$ cat config.mk
export PLATFORM = sky130hd
export DESIGN_NAME = flash_wr_qual
export DESIGN_NICKNAME = d
export VERILOG_FILES = /design/src/rtl/wq_pkg.sv /design/src/rtl/wq_sync.sv /design/src/rtl/wq_filter.sv /design/src/rtl/wq_ctrl.sv /design/src/rtl/flash_wr_qual.sv
export SDC_FILE = /design/constraint.sdc
export NUM_CORES = 1
export LEC_CHECK = 0
export ABC_CLOCK_PERIOD_IN_PS = 4300
export BUFFER_PORTS_ARGS = -buffer_cell sky130_fd_sc_hd__clkbuf_2
export CAP_MARGIN = 20
export CORE_ASPECT_RATIO = 1.5
export CORE_MARGIN = 2
export CORE_UTILIZATION = 53
export CTS_CLUSTER_DIAMETER = 50
export DETAILED_ROUTE_END_ITERATION = 6
export HOLD_SLACK_MARGIN = 0.08
export PLACE_DENSITY = 0.91
export SETUP_SLACK_MARGIN = 0.1
export SLEW_MARGIN = 20
export SYNTH_ARGS = -nofsm -noshare
export SYNTH_HDL_FRONTEND = slang
export SYNTH_SLANG_ARGS = --single-unit
$ cat constraint.sdc
create_clock -name clk -period 4.3 [get_ports clk]
set_input_delay 0.86 -clock clk [delete_from_list [all_inputs] [get_ports clk]]
set_output_delay 0.86 -clock clk [all_outputs]
set_load 0.03 [all_outputs]
$ cat src/rtl/wq_pkg.sv
package wq_pkg;
  // Write window is open when chip and write enables are low and output enable is high.
  function automatic logic wq_write_cond(input logic ce_n, input logic oe_n, input logic we_n);
    return (~ce_n) & (~we_n) & oe_n;
  endfunction

  // A write closes on whichever of write-enable or chip-enable returns high.
  function automatic logic wq_close_cond(input logic ce_n, input logic we_n);
    return ce_n | we_n;
  endfunction
endpackage

$ cat src/rtl/wq_sync.sv
module wq_sync #(
  parameter logic RST_VAL = 1'b0
) (
  input  logic clk,
  input  logic rst_n,
  input  logic din,
  output logic dout
);
  logic stage1;
  always_ff @(posedge clk or negedge rst_n) begin
    if (!rst_n) begin
      stage1 <= RST_VAL;
      dout   <= RST_VAL;
    end else begin
      stage1 <= din;
      dout   <= stage1;
    end
  end
endmodule

$ cat src/rtl/wq_filter.sv
module wq_filter #(
  parameter int FILT_LEN = 4
) (
  input  logic clk,
  input  logic rst_n,
  input  logic pin,
  output logic level
);
  localparam int CW = (FILT_LEN > 1) ? $clog2(FILT_LEN) : 1;
  localparam logic [CW-1:0] LAST = CW'(FILT_LEN - 1);

  logic          synced;
  logic [CW-1:0] run_cnt;

  wq_sync #(.RST_VAL(1'b0)) u_sync (
    .clk  (clk),
    .rst_n(rst_n),
    .din  (pin),
    .dout (synced)
  );

  always_ff @(posedge clk or negedge rst_n) begin
    if (!rst_n) begin
      level   <= 1'b0;
      run_cnt <= '0;
    end else if (synced == level) begin
      run_cnt <= '0;
    end else if (run_cnt == LAST) begin
      level   <= synced;
      run_cnt <= '0;
    end else begin
      run_cnt <= run_cnt + 1'b1;
    end
  end

  AST_LEVEL_FOLLOWS_SYNC: assert property (@(posedge clk) disable iff (!rst_n)
    !$stable(level) |-> level == $past(synced));
endmodule

$ cat src/rtl/wq_ctrl.sv
module wq_ctrl
  import wq_pkg::*;
#(
  parameter int AW = 16,
  parameter int DW = 16
) (
  input  logic          clk,
  input  logic          rst_n,
  input  logic          f_ce,
  input  logic          f_oe,
  input  logic          f_we,
  input  logic          lk_s,
  input  logic [AW-1:0] addr,
  input  logic [DW-1:0] data,
  output logic          wr_stb,
  output logic [AW-1:0] wr_addr,
  output logic [DW-1:0] wr_data,
  output logic          rd_reset,
  output logic          active,
  output logic          inhibit
);
  logic lk_q;
  logic open_ok;
  logic close_ok;

  assign open_ok  = wq_write_cond(f_ce, f_oe, f_we);
  assign close_ok = wq_close_cond(f_ce, f_we);

  always_ff @(posedge clk or negedge rst_n) begin
    if (!rst_n) begin
      active   <= 1'b0;
      inhibit  <= 1'b1;
      wr_stb   <= 1'b0;
      rd_reset <= 1'b0;
      lk_q     <= 1'b0;
      wr_addr  <= '0;
      wr_data  <= '0;
    end else begin
      wr_stb   <= 1'b0;
      rd_reset <= lk_s & ~lk_q;
      lk_q     <= lk_s;
      if (lk_s) begin
        active  <= 1'b0;
        inhibit <= 1'b1;
      end else if (inhibit) begin
        if (f_we) inhibit <= 1'b0;
      end else if (active) begin
        if (close_ok) begin
          active <= 1'b0;
          wr_stb <= 1'b1;
        end else if (!f_oe) begin
          active <= 1'b0;
        end else begin
          wr_addr <= addr;
          wr_data <= data;
        end
      end else if (open_ok) begin
        active  <= 1'b1;
        wr_addr <= addr;
        wr_data <= data;
      end
    end
  end

  AST_STB_ONE_CYCLE: assert property (@(posedge clk) disable iff (!rst_n)
    wr_stb |=> !wr_stb);
  AST_RDRST_ONE_CYCLE: assert property (@(posedge clk) disable iff (!rst_n)
    rd_reset |=> !rd_reset);
  AST_STB_AFTER_OPEN: assert property (@(posedge clk) disable iff (!rst_n)
    wr_stb |-> $past(active));
  AST_NO_STB_IN_LOCKOUT: assert property (@(posedge clk) disable iff (!rst_n)
    (lk_s && $past(lk_s)) |-> !wr_stb);
  AST_NO_OPEN_WHILE_INHIBIT: assert property (@(posedge clk) disable iff (!rst_n)
    $past(inhibit) |-> !$rose(active));
endmodule

$ cat src/rtl/flash_wr_qual.sv
module flash_wr_qual #(
  parameter int AW       = 16,
  parameter int DW       = 16,
  parameter int FILT_LEN = 4
) (
  input  logic          clk,
  input  logic          rst_n,
  input  logic          ce_n,
  input  logic          oe_n,
  input  logic          we_n,
  input  logic [AW-1:0] addr,
  input  logic [DW-1:0] data,
  input  logic          lockout,
  output logic          wr_stb,
  output logic [AW-1:0] wr_addr,
  output logic [DW-1:0] wr_data,
  output logic          rd_reset
);
  localparam int NPIN = 3;

  logic [NPIN-1:0] pins;
  logic [NPIN-1:0] levels;
  logic            lk_s;
  logic            active;
  logic            inhibit;

  assign pins = {we_n, oe_n, ce_n};

  for (genvar g = 0; g < NPIN; g++) begin : g_pin
    wq_filter #(.FILT_LEN(FILT_LEN)) u_filt (
      .clk  (clk),
      .rst_n(rst_n),
      .pin  (pins[g]),
      .level(levels[g])
    );
  end

  wq_sync #(.RST_VAL(1'b0)) u_lk_sync (
    .clk  (clk),
    .rst_n(rst_n),
    .din  (lockout),
    .dout (lk_s)
  );

  wq_ctrl #(.AW(AW), .DW(DW)) u_ctrl (
    .clk     (clk),
    .rst_n   (rst_n),
    .f_ce    (levels[0]),
    .f_oe    (levels[1]),
    .f_we    (levels[2]),
    .lk_s    (lk_s),
    .addr    (addr),
    .data    (data),
    .wr_stb  (wr_stb),
    .wr_addr (wr_addr),
    .wr_data (wr_data),
    .rd_reset(rd_reset),
    .active  (active),
    .inhibit (inhibit)
  );

  AST_RDRST_NEEDS_LOCK: assert property (@(posedge clk) disable iff (!rst_n)
    rd_reset |-> $past(lk_s));
endmodule

==> flow_summary.json <==
{
  "place_hpwl_um": 2630,
  "num_rows": 27,
  "drc": 0,
  "synth_seq_cells": 54,
  "startpoint_type": "register",
  "place_inst": 226,
  "crit_path_max_fanout": 33,
  "synth_nets": 156,
  "grt-ovfl-total": 0,
  "cts_sinks": 54,
  "grt_pass1_vias": 1160,
  "max_freq_mhz": 510,
  "cts_buffers": 5,
  "vdd_drop_max_mv": 0.390,
  "cts_hold_buf": 0,
  "finalHoldViolCount": 0,
  "worstSetupPathType": "register to register",
  "ys_warn_count": 0,
  "critPathTopFamily": "simple AND/OR/NAND/NOR gates",
  "slew_headroom_pct": 32.1,
  "layoutNonFillerInstCount": 234,
  "cts_max_level": 2,
  "layout.nets": 231,
  "fin_worst_skew_ns": 0.00369,
  "multiInputGateArea_um2": 648,
  "crit_chain": "nor2_1, and3_2, mux2_2",
  "p_clk_share_pct": 15.7,
  "grt.total_usage_pct": 18.1,
  "p_comb_share_pct": 40.3,
  "initial_utilization_pct": 55.9,
  "antenna_found_initial": 0,
  "swShare_pct": 37.1,
  "cp_data_arrival_time_ns": 2.15,
  "period_share_pct": 45.6,
  "drv_cap": 0,
  "tightest_slew_ns": 1.02,
  "port_buffers": 71,
  "avgViaCountPerCell": 5.02,
  "area_growth_pct": 21.1,
  "avgSynthCellArea_um2": 18.1,
  "cts_buffer_depth": 2,
  "cp-end-kind": "register",
  "cp_num_buf_inv": 0,
  "fp.dieW_um": 55.1,
  "grt_pass1_wl_um": 5480,
  "pwr-share-seq_pct": 44.0,
  "power.internal_mw": 1.12,
  "dr.first_iter.drc_count": 17,
  "diodes": 0,
  "min_path_type": "register to register",
  "synth_seq_area_share_pct": 65.1,
  "cts_tree": "yes",
  "fin_setup_tns_ns": 0,
  "clock_latency_ns": 0.30,
  "slowest_stage": "and3_2",
  "crit_required_ns": 4.49,
  "postRouteAntennaNets": 0,
  "final_layout_size_suffix_gt1_share_pct": 61.3,
  "wl_um": 3570,
  "place.gp.congestion": 0.663,
  "power_density_mw_per_mm2": 711,
  "vias": 1174,
  "drt_first_pass_iters": 4,
  "ios": 72,
  "path_clk_slew_ns": 0.09,
  "wire_per_inst_um": 15.2,
  "syn_inst": 115,
  "grt_max_degree": 41,
  "maxSlewViolCount": 0,
  "seq_area_mm2": 0.00135,
  "die_area_mm2": 0.00445,
  "rsz0062_at_grt": "false",
  "switchingPower_mw": 0.664,
  "cp_slowest_stage_delay_ns": 0.88,
  "cts_resized": 0,
  "chipHeight_um": 80.7,
  "core_area_mm2": 0.00372,
  "syn-cell-area_mm2": 0.00208,
  "p_leak_nw": 1.33,
  "fill_cells": 291,
  "period_needed_ns": 1.96,
  "ys_types": 21,
  "setup-violations-final": 0,
  "cts_setup_buffers": 0,
  "outcome": "completed",
  "cts-root-buf": "clkbuf_8"
}
sequential cells by signal (all words and copies together), names as in the netlist:
signal                      flops
u_ctrl.wr_addr                 16
u_ctrl.wr_data                 16
g_pin.u_filt.run_cnt            6
g_pin.u_filt.level              3
g_pin.u_filt.u_sync.dout        3
g_pin.u_filt.u_sync.stage1      3
u_ctrl.active                   1
u_ctrl.inhibit                  1
u_ctrl.lk_q                     1
u_ctrl.rd_reset                 1
u_ctrl.wr_stb                   1
u_lk_sync.dout                  1
u_lk_sync.stage1                1
through the flow:
stage               util [%]  instance area [um2]  power, mW  setup WS [ns]  hold slack (ns)
finish                  67.7                 2520       1.79           2.34            0.353
global route            67.7                 2520       1.90           2.18            0.368
CTS                     67.7                 2520       1.81           2.31            0.355
detailed placement      65.3                 2420       1.52           2.32            0.335
global placement        65.3                 2420       1.49           2.36            0.332
floorplan                  -                 2080       1.31           2.88            0.331
cell usage in the layout, fill, tap and decap left out:
master,instances
clkbuf_2,71
dfrtp_1,53
mux2_4,29
clkbuf_8,6
mux2_2,5
nor2_1,3
ha_1,3
xor2_1,2
and2_1,2
inv_1,2
nor3b_1,2
xnor2_1,1
nor3_1,1
nor2b_1,1
a21o_2,1
nor4b_1,1
and3_2,1
a31o_2,1
nand2_1,1
o21ai_0,1
clkbuf_1,1
clkinv_2,1
buf_4,1
dfstp_2,1
power by group through the flow:
stage	Clock [mW]	Sequential, mW	Combinational [mW]
6_report	0.280	0.788	0.721
4_1_cts	0.289	0.788	0.731
5_1_grt	0.315	0.809	0.776
3_5_place_dp	0	0.795	0.727
2_1_floorplan	0	1.03	0.278
3_3_place_gp	0	0.783	0.708
cell usage after synthesis:
master   instances  area [um2]
mux2_2           5        56.3
buf_6            1        11.3
nor3_1           1        5.00
mux2_4          29         435
dfstp_2          1        26.3
o21ai_0          1        5.00
a21o_2           1        8.76
nand2_1          1        3.75
dfrtp_1         53        1330
a31o_2           1        8.76
and3_1           1        6.26
xor2_1           2        17.5
ha_1             3        37.5
buf_12           3        60.1
nor4b_1          1        8.76
xnor2_1          1        8.76
nor3b_1          2        15.0
and2_1           2        12.5
nor2b_1          1        6.26
nor2_1           3        11.3
inv_1            2        7.51
cell type report:
cell class,count,area share (%)
sequential,54,53.8
multi-input combinational,55,25.8
timing repair buffer,72,14.4
clock buffer,7,3.43
tap,43,2.14
inverter,2,0.298
clock inverter,1,0.199
layer usage:
| layer | vias to the layer above | GRT usage (%) | routed length [um] |
|---|---|---|---|
| li1 | 539 | - | - |
| met1 | 586 | 21.2 | 1360 |
| met2 | 42 | 29.8 | 1940 |
| met3 | 7 | 5.20 | 204 |
| met4 | 0 | 8.05 | 67 |
| met5 | - | 0 | 0 |
kinds of logic (layout without fill, tap and decap cells):
logic type                 Yosys count  in the layout  share of synthesized area [%]
buffers and inverters                6             82                           3.79
and+or+nand+nor                     12             12                           3.31
xor gates and xnor gates             3              3                           1.26
DFF                                 54             54                           65.1
adders and majority gates            3              3                           1.81
muxes                               34             34                           23.7
AOI/OAI and AO/OA                    3              3                           1.08
path summary, 6_finish.rpt:
check / endpoint / from / slack (ns) / cells after the start
worst max register to register: u_ctrl.wr_data[10] / g_pin[0].u_filt.level / 2.34 / 3
max in group asynchronous: u_ctrl.inhibit / rst_n / 3.04 / 2
worst max-delay path: u_ctrl.wr_data[10] / g_pin[0].u_filt.level / 2.34 / 3
worst min register to register: g_pin[2].u_filt.u_sync.dout / g_pin[2].u_filt.u_sync.stage1 / 0.35 / 0
worst min-delay path: g_pin[2].u_filt.u_sync.dout / g_pin[2].u_filt.u_sync.stage1 / 0.35 / 0
min in group asynchronous: u_ctrl.wr_data[2] / rst_n / 0.45 / 1
(Power assumes the default switching activity.)
